**config.mk**
```make
export PLATFORM = sky130hd
export DESIGN_NAME = bd2dr_conv
export DESIGN_NICKNAME = d
export VERILOG_FILES = /design/src/rtl/bd2dr_pkg.sv /design/src/rtl/bd2dr_ctrl.sv /design/src/rtl/bd2dr_rail_cell.sv /design/src/rtl/bd2dr_rail_bank.sv /design/src/rtl/bd2dr_conv.sv
export SDC_FILE = /design/constraint.sdc
export NUM_CORES = 1
export LEC_CHECK = 0
export BUFFER_PORTS_ARGS = -buffer_cell sky130_fd_sc_hd__buf_2
export CORE_AREA = 5 5 63 65
export DETAILED_ROUTE_END_ITERATION = 10
export DIE_AREA = 0 0 68 70
export GPL_ROUTABILITY_DRIVEN = 0
export SLEW_MARGIN = 20
export SYNTH_ARGS = -nofsm -noshare
export SYNTH_HDL_FRONTEND = slang
export SYNTH_SLANG_ARGS = --single-unit
```
**constraint.sdc**
```tcl
create_clock -name clk -period 2.4 [get_ports clk]
set_input_delay 0.24 -clock clk [delete_from_list [all_inputs] [get_ports clk]]
set_output_delay 0.24 -clock clk [all_outputs]
set_load 0.02 [all_outputs]
```
**src/rtl/bd2dr_pkg.sv**
```systemverilog
package bd2dr_pkg;

    // Gray-ordered handshake phases: each step flips one state bit.
    typedef enum logic [1:0] {
        PH_IDLE  = 2'b00,
        PH_VALID = 2'b01,
        PH_NULL  = 2'b11,
        PH_DONE  = 2'b10
    } conv_phase_e;

    typedef struct packed {
        logic zero;
        logic one;
    } rail_pair_t;

    localparam rail_pair_t RAIL_NEUTRAL = '{zero: 1'b0, one: 1'b0};

    function automatic rail_pair_t encode_bit(input logic b);
        rail_pair_t p;
        p.zero = ~b;
        p.one  = b;
        return p;
    endfunction

endpackage

```
**src/rtl/bd2dr_ctrl.sv**
```systemverilog
module bd2dr_ctrl
    import bd2dr_pkg::*;
(
    input  logic clk,
    input  logic rst,
    input  logic in_req,
    input  logic out_ack,
    output logic load_word,
    output logic clear_word,
    output logic in_ack
);

    conv_phase_e phase_q, phase_d;

    always_comb begin
        phase_d    = phase_q;
        load_word  = 1'b0;
        clear_word = 1'b0;
        unique case (phase_q)
            PH_IDLE: begin
                if (in_req) begin
                    load_word = 1'b1;
                    phase_d   = PH_VALID;
                end
            end
            PH_VALID: begin
                if (out_ack) begin
                    clear_word = 1'b1;
                    phase_d    = PH_NULL;
                end
            end
            PH_NULL: begin
                if (!out_ack) phase_d = PH_DONE;
            end
            PH_DONE: begin
                if (!in_req) phase_d = PH_IDLE;
            end
            default: phase_d = PH_IDLE;
        endcase
    end

    always_ff @(posedge clk) begin
        if (rst) phase_q <= PH_IDLE;
        else     phase_q <= phase_d;
    end

    assign in_ack = (phase_q == PH_DONE);

endmodule

```
**src/rtl/bd2dr_rail_cell.sv**
```systemverilog
module bd2dr_rail_cell
    import bd2dr_pkg::*;
(
    input  logic clk,
    input  logic rst,
    input  logic load,
    input  logic clear,
    input  logic bit_in,
    output logic rail_zero,
    output logic rail_one
);

    rail_pair_t pair_q;

    always_ff @(posedge clk) begin
        if (rst || clear) pair_q <= RAIL_NEUTRAL;
        else if (load)    pair_q <= encode_bit(bit_in);
    end

    assign rail_zero = pair_q.zero;
    assign rail_one  = pair_q.one;

endmodule

```
**src/rtl/bd2dr_rail_bank.sv**
```systemverilog
module bd2dr_rail_bank #(
    parameter int WIDTH = 8
) (
    input  logic             clk,
    input  logic             rst,
    input  logic             load,
    input  logic             clear,
    input  logic [WIDTH-1:0] word_in,
    output logic [WIDTH-1:0] rail_zero,
    output logic [WIDTH-1:0] rail_one
);

    for (genvar i = 0; i < WIDTH; i++) begin : g_bit
        bd2dr_rail_cell u_cell (
            .clk      (clk),
            .rst      (rst),
            .load     (load),
            .clear    (clear),
            .bit_in   (word_in[i]),
            .rail_zero(rail_zero[i]),
            .rail_one (rail_one[i])
        );
    end

endmodule

```
**src/rtl/bd2dr_conv.sv**
```systemverilog
module bd2dr_conv #(
    parameter int WIDTH = 8
) (
    input  logic             clk,
    input  logic             rst,
    input  logic             in_req,
    input  logic [WIDTH-1:0] in_data,
    output logic             in_ack,
    output logic [WIDTH-1:0] out_zero,
    output logic [WIDTH-1:0] out_one,
    input  logic             out_ack
);

    logic load_word;
    logic clear_word;

    bd2dr_ctrl u_ctrl (
        .clk       (clk),
        .rst       (rst),
        .in_req    (in_req),
        .out_ack   (out_ack),
        .load_word (load_word),
        .clear_word(clear_word),
        .in_ack    (in_ack)
    );

    bd2dr_rail_bank #(.WIDTH(WIDTH)) u_bank (
        .clk      (clk),
        .rst      (rst),
        .load     (load_word),
        .clear    (clear_word),
        .word_in  (in_data),
        .rail_zero(out_zero),
        .rail_one (out_one)
    );

endmodule

```
Word level (Yosys, flattened, before mapping) --
Cells that the tools add are included. Widths: inputs -> output; s select.
Storage, ports and cells: memories 0, RAM bits 0, flip-flop bits (word level) 18, memory bits (read-only) 0, bits in latches 0, input port bits 12
Operators by class: bitwise operators 8, multiply operators 0, $lt $le $gt $ge 0, div/mod/pow operators 0, equal/unequal tests 7, $add $sub $neg 0, reductions and logical operators 3, shift-type cells 0, mux-type cells 9
Operators by type and width (number):
- $mux 2 | 4
- $ne 2x2->1 const B | 4
- $not 1->1 | 8
- $pmux 2 s4 | 1
- $eq 2x2->1 const B | 2
- $mux 1 | 4
- $reduce_and 4->1 | 1
- $eq 2x1->1 const B | 1
- $logic_not 2->1 | 1
- $logic_or 1x1->1 | 1

Depth between registers and ports, before layout --
depth after elaboration 3, gate-level depth with buffers 4

By module --
Synthesis repeated with hierarchy kept, for this count alone.
Second synthesis, totals: cell total of the unflattened synthesis 66, area total of the unflattened synthesis 787.0 um^2
By module, submodules not included:
- bd2dr_rail_cell | instances 8, area each 87.6 um^2, sequential area each 40.0 um^2, cells each 7
- bd2dr_ctrl | instances 1, area each 86.3 um^2, sequential area each 40.0 um^2, cells each 10

Worst setup path before layout --
OpenSTA, ideal clock, no wires.
kind register to register, start register u_ctrl.phase_q[1], end register u_bank.g_bit[2].u_cell.pair_q, in the netlist u_bank.g_bit[2].u_cell.rail_one, slack 1.239 ns, clock period less this slack 1.161 ns, cell stages (with the launch flop) 5, data arrival time 1.045 ns, data required time 2.284 ns, library setup time 0.116 ns, cell sequence dfxtp_1 > or3b_4 > buf_2 > nand2_1 > a21oi_1
Between the ends: cells in the longest elaborated chain, start to end 3
Ends and longest elaborated chain:
- from (decl) | line bd2dr_ctrl.sv:13 | conv_phase_e phase_q, phase_d;
- from (signal assigned) | line bd2dr_ctrl.sv:44 | else phase_q <= phase_d;
- $eq 2x1->1 | line bd2dr_ctrl.sv:19 | unique case (phase_q)
- $mux 1 | line bd2dr_ctrl.sv:19
- $logic_or 1x1->1 | line bd2dr_rail_cell.sv:16 | if (rst || clear) pair_q <= RAIL_NEUTRAL;
- to (signal assigned) | line bd2dr_rail_cell.sv:17 | else if (load) pair_q <= encode_bit(bit_in);
- to (decl) | line bd2dr_rail_cell.sv:13 | rail_pair_t pair_q;
Several ways; a longest one is shown, not always the timed one. A chain may end at the register's enable or synchronous reset.

Final worst setup path --
start register u_ctrl.phase_q[1], end register u_bank.g_bit[5].u_cell.pair_q, in the netlist u_bank.g_bit[5].u_cell.rail_zero
Between the ends: cells in the longest elaborated chain, start to end 3
Ends and longest elaborated chain (line):
- $eq 2x1->1 | bd2dr_ctrl.sv:19
- $mux 1 | bd2dr_ctrl.sv:19
- $logic_or 1x1->1 | bd2dr_rail_cell.sv:16
- to (signal assigned) | bd2dr_rail_cell.sv:17
- to (decl) | bd2dr_rail_cell.sv:13
Several ways; a longest one is shown, not always the timed one.

==> key figures <==
STA
  – Hold slack: 0.118 ns
  – Worst slew pin tran: 0.624 ns
  – Setup violations, final: 0
  – Tcrit/Tclk final: 0.579
  – Relative slew slack: 0.584
  – FMAX: 0.720 GHz
  – Final Max Slew Viols: 0
  – Min Tclk post-route: 1.39 ns
  – Final Hold Fails: 0
  – Setup ws final: 1.01 ns
  – Clk_skew: 0.00409 ns
  – RSZ-0062 raised after global routing: no
  – Setup TNS: 0 ns

Clock tree
  – Post-CTS sizing: 0
  – Setup Fix Bufs, Post-CTS: 0
  – CTS clk-pin slew, worst paths: 0.10 ns
  – CTS Hold Bufs: 0
  – Num CTS Buffers: 3
  – CTS tree: yes
  – H-tree depth: 1
  – Clk Latency, worst-skew pair: 0.29 ns
  – Max clock buf depth: 2
  – Root buf cell: clkbuf_4
  – Clk sink count: 18

Detailed routing
  – Initial DRC count: 27
  – DRC Markers: 0
  – DRT antenna net count: 0
  – Vias: between 500 and 600
  – Via-per-instance ratio: 3.85
  – DRT Pass-1 Iters: 4
  – Routed WL: 1550 um
  – DR WL/cell: ~10 um

Setup path
  – Startpoint types: register
  – Setup CP Type: reg2reg
  – FF-to-FF Start: u_ctrl.phase_q[1]$_SDFFE_PP0P_
  – R2R depth: 3
  – Crit path max fanout: 16
  – Critical Path AT: 1.60 ns
  – Critical R2R Capture: u_bank.g_bit[5].u_cell.rail_zero$_SDFFE_PP0P_
  – FF-to-FF setup slack: around 1.0 ns
  – Crit path capture type: register
  – Critical path required time: 2.62 ns

Placement
  – Post-Place Worst Slack: between 1 and 1.5 ns
  – Port Buffers: 28

Min path
  – Hold Crit Start: rst
  – Class of the worst hold path: in2reg
  – Hold Path Sink: u_ctrl.phase_q[0]$_SDFFE_PP0P_
  – Worst Hold Depth: 2

Global routing
  – Vias in the first global route: 546
  – Initial antenna violation count: 0
  – First-pass GRT wire length: 2430 um
  – All-Layer GR Usage: 0.0679
  – Largest net degree at the start of global routing: 17
  – Gr ovfl total: 0

Layout
  – Syn-to-layout area delta: 11.9%
  – Layout cell share with drive strength beyond 1: 0.337
  – Final net count: between 100 and 150
  – Fillers: 359
  – Final Util: 0.269
  – N_diodes: 0

Status
  – Status: completed

Floorplan
  – Die area: 0.00476 mm2
  – # rows: 21
  – Die height: 70 um
  – Io pins: 29
  – Core area: 0.00328 mm2
  – Initial cell density of the core: 0.240
  – Die W: 68 um

Power
  – Leak: 0.386 nW
  – Power per Cell Area: roughly 700 mW/mm2
  – VDD IR max: 174 uV

Synth
  – Unique cell type count in the Yosys netlist: 15
  – Synthesized net count: 103
  – Sequential-to-total area share from yosys stat: 0.457
  – Yosys warnings: 0
  – Avg Inst Size Synth: 8.66 um2
  – Netlist Area Pre-Place: 788 um2
  – #FFs+latches synth: 18
  – Post-synthesis instance total: around 90

Run
  – Max Cap Viol: 0
[synthesized netlist by cell type (all sizes together)]
master | number | area share
nor2 | 3 | 0.014
o21ai | 1 | 0.0063
buf | 19 | 0.18
a21oi | 15 | 0.095
o21bai | 2 | 0.024
or3b | 1 | 0.014
nor2b | 1 | 0.0079
nand2b | 1 | 0.0079
dfxtp | 18 | 0.46
or2b | 4 | 0.038
nor3b | 4 | 0.052
nand2 | 22 | 0.10
[flip-flops by register name (all words and copies together) (netlist names)]
name                           cells
u_bank.g_bit.u_cell.rail_zero      8
u_bank.g_bit.u_cell.rail_one       8
u_ctrl.phase_q                     2
[cell families after synthesis]
family          count (synthesis)  share of synthesized area
compound gates                 18                      0.125
buf+inv                        19                      0.178
flops                          18                      0.457
simple gates                   36                      0.240
[placed cells by master, fill, tap and decap left out, drive strengths merged]
| cell | count |
|---|---|
| nor3b | 4 |
| dfxtp | 18 |
| or2b | 4 |
| nand2b | 1 |
| o21ai | 1 |
| buf | 28 |
| nor2 | 3 |
| or3b | 1 |
| a21oi | 15 |
| o21bai | 2 |
| clkbuf | 4 |
| nand2 | 22 |
| nor2b | 1 |
[where the power goes]
| part | switching [mW] | internal [mW] |
|---|---|---|
| Clock | 0.0913 | 0.0923 |
| Combinational | 0.0650 | 0.0414 |
| Sequential | 0.0130 | 0.319 |
| Total | 0.169 | 0.453 |
[worst max-delay path by stage]
stage                                        start                                             to  cells past startpoint
finish              u_ctrl.phase_q[1]$_SDFFE_PP0P_  u_bank.g_bit[5].u_cell.rail_zero$_SDFFE_PP0P_                      3
global route        u_ctrl.phase_q[1]$_SDFFE_PP0P_  u_bank.g_bit[5].u_cell.rail_zero$_SDFFE_PP0P_                      3
CTS                 u_ctrl.phase_q[1]$_SDFFE_PP0P_  u_bank.g_bit[5].u_cell.rail_zero$_SDFFE_PP0P_                      3
detailed placement  u_ctrl.phase_q[1]$_SDFFE_PP0P_  u_bank.g_bit[5].u_cell.rail_zero$_SDFFE_PP0P_                      3
global placement    u_ctrl.phase_q[1]$_SDFFE_PP0P_  u_bank.g_bit[5].u_cell.rail_zero$_SDFFE_PP0P_                      3
floorplan           u_ctrl.phase_q[1]$_SDFFE_PP0P_   u_bank.g_bit[2].u_cell.rail_one$_SDFFE_PP0P_                      4
[worst max-delay path, stage by stage, from the launching register on]
cell and delay, ns:
dfxtp_1 0.39, nor3b_4 0.52, or2b_1 0.27, a21oi_1 0.13
[layout make-up]
type,instances,area (um2),area share
Clock buffer,4,36.3,0.0411
Timing Repair Buffer,28,140,0.159
Tap cell,46,57.6,0.0652
Sequential cell,18,360,0.409
Multi-Input combinational cell,54,288,0.326
[routing by layer]
metal	GRT usage	vias to the layer above	part of all wire	wire length (um)
li1	-	308	-	-
met1	0.0680	249	0.41	627
met2	0.109	19	0.48	738
met3	0.0353	2	0.11	171
met4	0.0397	0	0.0045	7
met5	0	-	0	0
[metrics by stage]
step                area [um2]  instances  power, mW
CTS                        882        150      0.634
floorplan                  788         91      0.435
finish                     882        150      0.622
global route               882        150      0.665
detailed placement         846        146      0.448
global placement           846        146      0.444
Note: power is estimated with default switching activity, not from simulation.
